--- src/rtl/fsd_pkg.sv ---
package fsd_pkg;

  typedef enum logic [1:0] {
    MODE_OFF     = 2'd0,
    MODE_OWN     = 2'd1,
    MODE_CASCADE = 2'd2
  } fsd_mode_e;

  // Strobes from control to datapath
  typedef struct packed {
    logic clear;   // divider idle: restart counter and accumulator, capture skew
    logic tick;    // one input tick counted this cycle
    logic wrap;    // this tick closes the current period
    logic first;   // current period is the first after a restart
  } fsd_strobe_t;

endpackage

--- src/rtl/fsd_datapath.sv ---
module fsd_datapath
  import fsd_pkg::*;
#(
  parameter int INT_W  = 12,
  parameter int FRAC_W = 30,
  parameter bit SKEW_EN = 1'b1
) (
  input  logic              clk,
  input  fsd_strobe_t       strb,
  input  logic [INT_W-1:0]  intDiv,
  input  logic [FRAC_W-1:0] fracDiv,
  input  logic [INT_W-1:0]  skewInt,
  input  logic [FRAC_W-1:0] skewFrac,
  output logic              atLast,
  output logic              atHalf
);

  localparam int LEN_W = INT_W + 2;
  localparam int SUM_W = FRAC_W + 2;
  localparam logic [LEN_W-1:0] MIN_DIV = LEN_W'(2);

  logic [LEN_W-1:0]  tickCnt;
  logic [FRAC_W-1:0] phaseAcc;
  logic [INT_W-1:0]  skewIntEff;
  logic [FRAC_W-1:0] skewFracEff;

  // Skew shadow: loaded only while idle, frozen while running
  generate
    if (SKEW_EN) begin : g_skew
      logic [INT_W-1:0]  skewIntQ;
      logic [FRAC_W-1:0] skewFracQ;
      always_ff @(posedge clk) begin
        if (strb.clear) begin
          skewIntQ  <= skewInt;
          skewFracQ <= skewFrac;
        end
      end
      assign skewIntEff  = skewIntQ;
      assign skewFracEff = skewFracQ;
    end else begin : g_noskew
      assign skewIntEff  = '0;
      assign skewFracEff = '0;
    end
  endgenerate

  logic [LEN_W-1:0]  intEff;
  logic [LEN_W-1:0]  skewAdd;
  logic [FRAC_W-1:0] fracAdd;
  logic [SUM_W-1:0]  phaseSum;
  logic [1:0]        carryCnt;
  logic [LEN_W-1:0]  periodLen;
  logic [LEN_W-1:0]  lastIdx;
  logic [LEN_W-1:0]  halfIdx;

  always_comb begin
    intEff    = (LEN_W'(intDiv) < MIN_DIV) ? MIN_DIV : LEN_W'(intDiv);
    skewAdd   = strb.first ? LEN_W'(skewIntEff) : '0;
    fracAdd   = strb.first ? skewFracEff : '0;
    phaseSum  = SUM_W'(phaseAcc) + SUM_W'(fracDiv) + SUM_W'(fracAdd);
    carryCnt  = phaseSum[SUM_W-1:FRAC_W];
    periodLen = intEff + skewAdd + LEN_W'(carryCnt);
    lastIdx   = periodLen - LEN_W'(1);
    halfIdx   = (periodLen >> 1) - LEN_W'(1);
    atLast    = (tickCnt >= lastIdx);
    atHalf    = (tickCnt == halfIdx);
  end

  always_ff @(posedge clk) begin
    if (strb.clear) begin
      tickCnt  <= '0;
      phaseAcc <= '0;
    end else if (strb.wrap) begin
      tickCnt  <= '0;
      phaseAcc <= phaseSum[FRAC_W-1:0];
    end else if (strb.tick) begin
      tickCnt  <= tickCnt + LEN_W'(1);
    end
  end

endmodule

--- src/rtl/fsd_control.sv ---
module fsd_control
  import fsd_pkg::*;
(
  input  logic        clk,
  input  logic        rstN,
  input  logic        divEn,
  input  logic        selOwn,
  input  logic        selPrev,
  input  logic        prevPulse,
  input  logic        atLast,
  input  logic        atHalf,
  output fsd_strobe_t strb,
  output logic        outPulse,
  output logic        outClk
);

  fsd_mode_e mode;
  logic      running;
  logic      tick;
  logic      firstQ;

  // Mode decode: previous-channel select has priority over own path
  always_comb begin
    if (!divEn)       mode = MODE_OFF;
    else if (selPrev) mode = MODE_CASCADE;
    else if (selOwn)  mode = MODE_OWN;
    else              mode = MODE_OFF;
    running = rstN && (mode != MODE_OFF);
    tick    = running && ((mode == MODE_CASCADE) ? prevPulse : 1'b1);
    strb.clear = !running;
    strb.tick  = tick;
    strb.wrap  = tick && atLast;
    strb.first = firstQ;
  end

  always_ff @(posedge clk) begin
    if (!running) begin
      firstQ   <= 1'b1;
      outPulse <= 1'b0;
      outClk   <= 1'b0;
    end else begin
      outPulse <= strb.wrap;
      if (strb.wrap) begin
        firstQ <= 1'b0;
        outClk <= 1'b0;
      end else if (tick && atHalf) begin
        outClk <= 1'b1;
      end
    end
  end

endmodule

--- src/rtl/frac_skew_divider.sv ---
module frac_skew_divider
  import fsd_pkg::*;
#(
  parameter int INT_W   = 12,
  parameter int FRAC_W  = 30,
  parameter bit SKEW_EN = 1'b1
) (
  input  logic              clk,
  input  logic              rstN,
  input  logic              divEn,
  input  logic              selOwn,
  input  logic              selPrev,
  input  logic              prevPulse,
  input  logic [INT_W-1:0]  intDiv,
  input  logic [FRAC_W-1:0] fracDiv,
  input  logic [INT_W-1:0]  skewInt,
  input  logic [FRAC_W-1:0] skewFrac,
  output logic              outPulse,
  output logic              outClk
);

  fsd_strobe_t strb;
  logic        atLast;
  logic        atHalf;

  fsd_control u_ctrl (
    .clk       (clk),
    .rstN      (rstN),
    .divEn     (divEn),
    .selOwn    (selOwn),
    .selPrev   (selPrev),
    .prevPulse (prevPulse),
    .atLast    (atLast),
    .atHalf    (atHalf),
    .strb      (strb),
    .outPulse  (outPulse),
    .outClk    (outClk)
  );

  fsd_datapath #(
    .INT_W   (INT_W),
    .FRAC_W  (FRAC_W),
    .SKEW_EN (SKEW_EN)
  ) u_dp (
    .clk      (clk),
    .strb     (strb),
    .intDiv   (intDiv),
    .fracDiv  (fracDiv),
    .skewInt  (skewInt),
    .skewFrac (skewFrac),
    .atLast   (atLast),
    .atHalf   (atHalf)
  );

endmodule

--- config.mk ---
export PLATFORM = sky130hd
export DESIGN_NAME = frac_skew_divider
export DESIGN_NICKNAME = d
export VERILOG_FILES = /design/src/rtl/fsd_pkg.sv /design/src/rtl/fsd_datapath.sv /design/src/rtl/fsd_control.sv /design/src/rtl/frac_skew_divider.sv
export SDC_FILE = /design/constraint.sdc
export NUM_CORES = 1
export LEC_CHECK = 0
export BUFFER_PORTS_ARGS = -buffer_cell sky130_fd_sc_hd__buf_2
export CORE_ASPECT_RATIO = 1.4
export CORE_MARGIN = 3
export CORE_UTILIZATION = 54
export CTS_BUF_LIST = sky130_fd_sc_hd__clkbuf_8 sky130_fd_sc_hd__clkbuf_16
export DETAILED_ROUTE_END_ITERATION = 12
export GPL_ROUTABILITY_DRIVEN = 0
export PLACE_DENSITY = 0.78
export SYNTH_ARGS = -nofsm -noshare
export SYNTH_HDL_FRONTEND = slang
export SYNTH_SLANG_ARGS = --single-unit
--- constraint.sdc ---
create_clock -name clk -period 9.5 [get_ports clk]
set_input_delay 1.9 -clock clk [delete_from_list [all_inputs] [get_ports clk]]
set_output_delay 1.9 -clock clk [all_outputs]
set_load 0.02 [all_outputs]
---- Word-level counts from Yosys, hierarchy flattened ----
Index checks and enable logic that the tools add are counted.
word-level totals
  word-level logic and storage cells ...... 32
  register bits after elaboration ......... 89
  output and inout bits ................... 2
cells by class
  $add $sub $neg .......................... 7
  order comparisons ....................... 2
  mux-type cells .......................... 7
  reductions and logical operators ........ 6
  equality and inequality tests ........... 2
  bitwise gates (word level) .............. 1
operators by type and width
  kind                     number
  $add A32 B30 Y32         1
  $add A30 B30 Y31         1
  $mux W30                 1
  $mux W12                 2
  $add A14 B1 Y14 const B  1
  $add A14 B14 Y14         1
  $add A14 B2 Y14          1
  $eq A14 B14 Y1           1
  $ge A14 B14 Y1           1
  $sub A13 B1 Y14 const B  1
  $sub A14 B1 Y14 const B  1
  $lt A12 B2 Y1 const B    1
  $logic_and A1 B1 Y1      4
  $mux W2                  2
  $eq A2 B2 Y1 const B     1
  $mux W1                  2
  $reduce_bool A2 Y1       1
  $reduce_or A2 Y1         1
  $not A1 Y1               1

---- Longest topological paths before layout ----
  word-level depth ........................ 8
  mapped depth ............................ 46

---- By module ----
Synthesis repeated with hierarchy kept, for this count alone.
second synthesis, totals
  cells, all modules ...................... 746
  area total of the unflattened synthesis .. 7250.7 um^2
modules (own cells, without submodules)
  module        cells each  area each (um^2)  sequential area each (um^2)  times used
  fsd_datapath  732         7100.6            2142.1                       1
  fsd_control   14          150.1             60.1                         1

---- Worst setup path before layout ----
Ideal clock, no wire load.
  path kind ............................... input to register
  start ................................... in fracDiv[0]
  end ..................................... reg u_ctrl.outClk
  setup slack ............................. -0.649 ns
  buffers on the path ..................... 1
  data arrival time ....................... 10.091 ns
  library setup time ...................... 0.057 ns
  cell stages on the path ................. 43
  cell sequence ........................... ha_1 -> fa_1 -> a21o_1 -> a21oi_1 -> o21a_1 -> o311ai_0 -> nor2_1 -> o21bai_1 -> a311oi_1 -> xnor2_1 -> ha_1 -> a21oi_1 -> nor2b_1 -> or4_1 -> o21ai_0 -> a31o_2 -> o21a_1 -> a311oi_1 -> (+7 left out) -> o31a_1 -> o21a_1 -> or2_1 -> and3_1 -> buf_2 -> nand3_1 -> nor2_1 -> nand2_1 -> xor2_1 -> ha_1 -> a21o_1 -> a21oi_1 -> a21oi_1 -> a21oi_1 -> nand2_1 -> or4_1 -> a2111oi_2 -> a21bo_1
on the way
  longest elaborated chain between the ends .. 7
RTL lines
  item                        line                     text
  start, declared             frac_skew_divider.sv:15  input logic [FRAC_W-1:0] fracDiv,
  $add A30 B30 Y31 *          fsd_datapath.sv:59       phaseSum = SUM_W'(phaseAcc) + SUM_W'(fracDiv) + SUM_W'(fracAdd);
  $add A32 B30 Y32 *          fsd_datapath.sv:59
  $add A14 B2 Y14 *           fsd_datapath.sv:61       periodLen = intEff + skewAdd + LEN_W'(carryCnt);
  $sub A14 B1 Y14             fsd_datapath.sv:62       lastIdx = periodLen - LEN_W'(1);
  $ge A14 B14 Y1              fsd_datapath.sv:64       atLast = (tickCnt >= lastIdx);
  $logic_and A1 B1 Y1         fsd_control.sv:32        strb.wrap = tick && atLast;
  $reduce_or A2 Y1 (no line)  -
  end signal, assigned        fsd_control.sv:40        outClk <= 1'b0;
  end signal, assigned        fsd_control.sv:45        outClk <= 1'b0;
  end signal, assigned        fsd_control.sv:47        outClk <= 1'b1;
  end, declared               fsd_control.sv:14        output logic outClk
Mark *: on every way between the ends. The rest lies on a longest branch, timed or not.
A chain may end at the register's enable or synchronous reset.

---- Worst setup path in the final report ----
  start ................................... in fracDiv[1]
  end ..................................... reg u_dp.phaseAcc[25]
on the way
  longest elaborated chain between the ends .. 6
RTL lines
  item                  line                text
  $add A30 B30 Y31 *    fsd_datapath.sv:59
  $add A32 B30 Y32 *    fsd_datapath.sv:59
  $add A14 B2 Y14       fsd_datapath.sv:61
  $sub A14 B1 Y14       fsd_datapath.sv:62
  $ge A14 B14 Y1        fsd_datapath.sv:64
  $logic_and A1 B1 Y1   fsd_control.sv:32
  end signal, assigned  fsd_datapath.sv:74  phaseAcc <= phaseSum[FRAC_W-1:0];
  end, declared         fsd_datapath.sv:23  logic [FRAC_W-1:0] phaseAcc;
Marks and branches as above.

==> reports/results.txt <==
The path class of the tightest hold or removal check is reg -> reg. Entering global routing, the biggest net connects 45 pins. The synthesized design contains 89 register bits. The tool flagged a number of max-cap violations equal to 0.

In this run the tightest slew margin relative to its limit is 26.9%. In the synthesized netlist the async set-or-reset flop fraction comes to 0%. In this run, synthesis inferred 42 flip-flops with an integrated enable.

Worst path setup slack after routing: -0.473 ns. Dividing the detail-routed via count by the number of cells gives 6.20. The floorplan has 51 rows. The tools report the global-route usage over all layers as 30.2%. The port buffer count was 91. The main flop type after synthesis is dfxtp_1. Counting along the longest clock path gives a buffer depth of 2. Measured along the y axis, the die boundary spans 149 um.

Overall power consumption after layout is estimated at 1.54 mW. The run finished, with violations left. Counting cells, the worst reg-to-reg path comes to 56. For the worst-skew pair, the clock arrives at the later sink with an insertion delay of 0.36 ns.

Global routing used 54.9% of the available met2 tracks. Setup repair after global routing could not meet its margin everywhere. The final reports fail on negative setup slack.

After the first detailed-routing iteration, the DRC count stood at 771. The most prevalent standard cell on the critical path was buf_4. The global-route layer with the greatest usage was met2.

The quantity of hold-fixing buffers added after cts came out at 0. The initial antenna violation count was 0; the sequential cell fraction of total power was 27.6%. Width of the chip: 108 um. The net count of the finished layout is 1381.

The root buffer cell chosen for the clock tree is clkbuf_16. The largest stage delay on the critical path came out at 0.39 ns. Cell internal power was estimated by the tool at 0.993 mW. The share of power burned in the clock network is 24.3%, and the final-report hold violation count is 0. After synthesis, the cell types taking the most area are edfxtp_1 16%, ha_1 16%, dfxtp_1 12%, xnor2_1 5.8%, xor2_1 4.5%. Along the worst hold path, the cell count comes to 2.

The logs give 5.85% for the met3 usage in global routing and 8426 for the number of global-route vias before repair. The tools report the final number of setup-violating endpoints as 46. Of all nets on the critical path, the largest fanout is 3. Subtracting the final worst setup slack from the clock period gives 9.97 ns.

Summed over all instances, the cell type with the most area after synthesis is edfxtp_1. The switching share of power works out to 35.6%. In the finished design, the share of the clock period the worst path needs comes to 105%.

The instance count of the mapped netlist was 903. The area of the core region was 14100 um^2. TritonCTS built the clock tree.

The first-pass GRT wire length was 38.6 mm. In this run the most critical hold path is launched from u_dp.phaseAcc[7]. The worst setup path is of the in -> reg kind. The logs give 0 for the antenna diode instance count and 1377 for the post-layout instance count excluding filler cells.

Cells with a size suffix above 1 make up 35.9% of the layout. The number of buffers created by CTS came out at 9. The routed wire length per instance is 20.0 um, and the remaining design rule violation count is 0. The logs give 0 for the number of pins with negative max-slew slack in the final report and 0 for the sum of overflow across all layers after global routing. For the number of clock sinks, the log shows 89. For the met1 routing resource usage after global routing, the log shows 31.2%.

The logs give 10.28 ns for the worst path arrival time and 27.5 mm for the total detailed-routing wirelength. Leakage power total: 5.03 nW. Critical path startpoint: fracDiv[1]. The reg-to-reg critical path startpoint was u_dp.phaseAcc[1]. Remaining antenna violation count after routing: 0.

The floorplan step defined a die boundary enclosing 16100 um^2. The slack of the worst reg-to-reg path was 0.72 ns; the combinational power share was 48.2%. For this run, the number of Yosys warnings is 0. The slowest stage of the critical path is the ha_1 cell. STA classifies the critical path startpoint as an input port. The netlist uses 84 different library cells.

The clock slew at the register clock pins of the worst setup and hold paths was 0.06 ns; the netlist area before placement was 7900 um^2. The number of nets produced by synthesis is 1097, and the area share of the largest cell type after synthesis is 16.0%. The maximum VDD drop was 0.0916 mV.

The initial standard-cell utilization of the core is 56.0%. The H-tree was split into 3 levels. Detailed placement finished with a half-perimeter wire length of 16.8 mm. The cell area power density was 141 nW/um^2; the fraction of the yosys area taken by sequential cells was 27.9%.

For this design the total switching power over the nets is 0.550 mW. The capturing point of the worst reg2reg path was u_dp.phaseAcc[25]. For the first-pass iteration count of the detailed router, the log shows 8. The worst setup path is captured at a register. Timing analysis after detailed placement gives a worst setup slack of -0.841 ns. The area growth from synthesis to layout is 38.5%.

At the pin with the least slew margin, the transition time is 1.10 ns. Between clock sinks in the finished design, the worst skew comes to 0.0100 ns. For the count of vias placed by the detailed router, the log shows 8539. The terminating pin of the worst hold path was u_dp.phaseAcc[7]. After synthesis, the mean cell area works out to 8.75 um^2. 92 I/O pins were placed.

The instance count after placement with tap cells included is 1299. Static timing analysis puts the maximum clock frequency at 100 MHz. The required arrival time at the worst endpoint came out at 9.81 ns.
## per-stage QoR
| stage | cell area (um^2) | hold slack, ns | setup TNS (ns) | util (%) |
|---|---|---|---|---|
| after floorplan | 7980 | 0.420 | -0.947 | - |
| after global placement | 9670 | 0.465 | -22.99 | 68.6 |
| final | 10900 | 0.484 | -7.45 | 77.6 |
| after global routing | 10900 | 0.500 | -16.88 | 77.6 |
| after CTS | 10500 | 0.483 | -0.426 | 74.7 |
| after detailed placement | 9670 | 0.475 | -27.38 | 68.6 |
## worst max-delay path, delay by kind of cell
kind | cells | cell delay [ns]
buf+inv | 41 | 5.06
compound gates | 10 | 2.03
fa+ha+maj | 2 | 0.66
xor+xnor | 1 | 0.14
simple gates | 3 | 0.47
## registers in the layout, indices dropped and copies added, names as in the netlist
register	count
u_ctrl.firstQ	1
u_ctrl.outClk	1
u_ctrl.outPulse	1
u_dp.g_skew.skewFracQ	30
u_dp.g_skew.skewIntQ	12
u_dp.phaseAcc	30
u_dp.tickCnt	14
## layout make-up
cell class | count | area [um^2]
Timing Repair Buffer | 301 | 2100
Fill cell | 859 | 3160
Sequential cell | 89 | 2200
Clock buffer | 10 | 239
Multi-Input combinational cell | 756 | 6000
Inverter | 30 | 115
Clock inverter | 6 | 57.6
Tap cell | 185 | 231
## what timing repair did
action / 4_1_cts / 5_1_grt
endpoints found under the setup margin: 47 / 47
gates resized for setup: 42 / 66
setup buffers: 49 / 16
cloned: 0 / 1
pin swaps: 49 / 58
## power by group through the flow
stage          sequential [mW]  clock, mW  combinational, mW
2_1_floorplan            0.431          0              0.370
3_3_place_gp             0.432          0              0.576
5_1_grt                  0.426      0.391              0.790
4_1_cts                  0.425      0.374              0.648
6_report                 0.425      0.375              0.743
3_5_place_dp             0.433          0              0.588
## cells in the mapped netlist (3+ instances only)
cell type / count
ha_1: 99
nor2_1: 77
a21oi_1: 59
nand2_1: 52
xnor2_1: 52
o21ai_0: 48
dfxtp_1: 47
and2_1: 45
nand3_1: 44
edfxtp_1: 42
xor2_1: 41
a21o_1: 31
inv_1: 30
clkbuf_1: 24
nor3_1: 17
o21a_1: 17
nand4_1: 14
nor2b_1: 11
a31oi_1: 9
o211ai_1: 9
o21bai_1: 9
and3_1: 8
nand2b_1: 7
o31ai_1: 6
fa_1: 5
or3_1: 5
a2111oi_0: 4
a211oi_1: 4
nor4_1: 4
a211o_1: 3
a21boi_0: 3
a21oi_2: 3
a311oi_1: 3
a31o_2: 3
nor3b_1: 3
nor4b_1: 3
or2_2: 3
or4_1: 3
## cell usage in the layout, fill, tap and decap left out, types with 5 or more instances in the layout
master / Yosys / routed
nand2_2: 0 / 6
nor3_1: 17 / 16
and2_1: 45 / 45
o211ai_1: 9 / 9
nor2b_1: 11 / 8
o21a_1: 17 / 17
o21ai_1: 1 / 10
a21oi_2: 3 / 14
xnor2_1: 52 / 49
nand3_1: 44 / 39
clkbuf_16: 0 / 10
o21ai_2: 1 / 5
inv_1: 30 / 26
ha_4: 0 / 5
o21bai_1: 9 / 7
nand4_1: 14 / 14
buf_4: 1 / 202
edfxtp_1: 42 / 42
a31oi_1: 9 / 8
xor2_1: 41 / 40
and3_1: 8 / 6
nand2b_1: 7 / 7
nor2_1: 77 / 70
a21o_1: 31 / 31
o21ai_0: 48 / 34
a21oi_1: 59 / 44
dfxtp_1: 47 / 47
buf_2: 2 / 89
buf_6: 0 / 8
ha_1: 99 / 94
nand2_1: 52 / 46
## layer usage
layer	vias up	part of all wire (%)
met5	-	0
met4	0	6.7
met3	168	7.6
met2	495	50
met1	3988	35
li1	3888	-
## worst max-delay path by stage
| stage | endpoint |
|---|---|
| floorplan | u_ctrl.outClk |
| global placement | u_dp.phaseAcc[25] |
| finish | u_dp.phaseAcc[25] |
| detailed placement | u_ctrl.outClk |
| CTS | u_dp.phaseAcc[25] |
| global route | u_ctrl.outClk |
## kinds of logic after synthesis
logic type	share of synthesized area, %
fa+ha+maj	16.9
buf+inv	2.83
mux	0.412
compound gates	20.8
xor+xnor	10.3
flops	27.9
simple gates	20.8
Power figures use the tool's default switching activity.
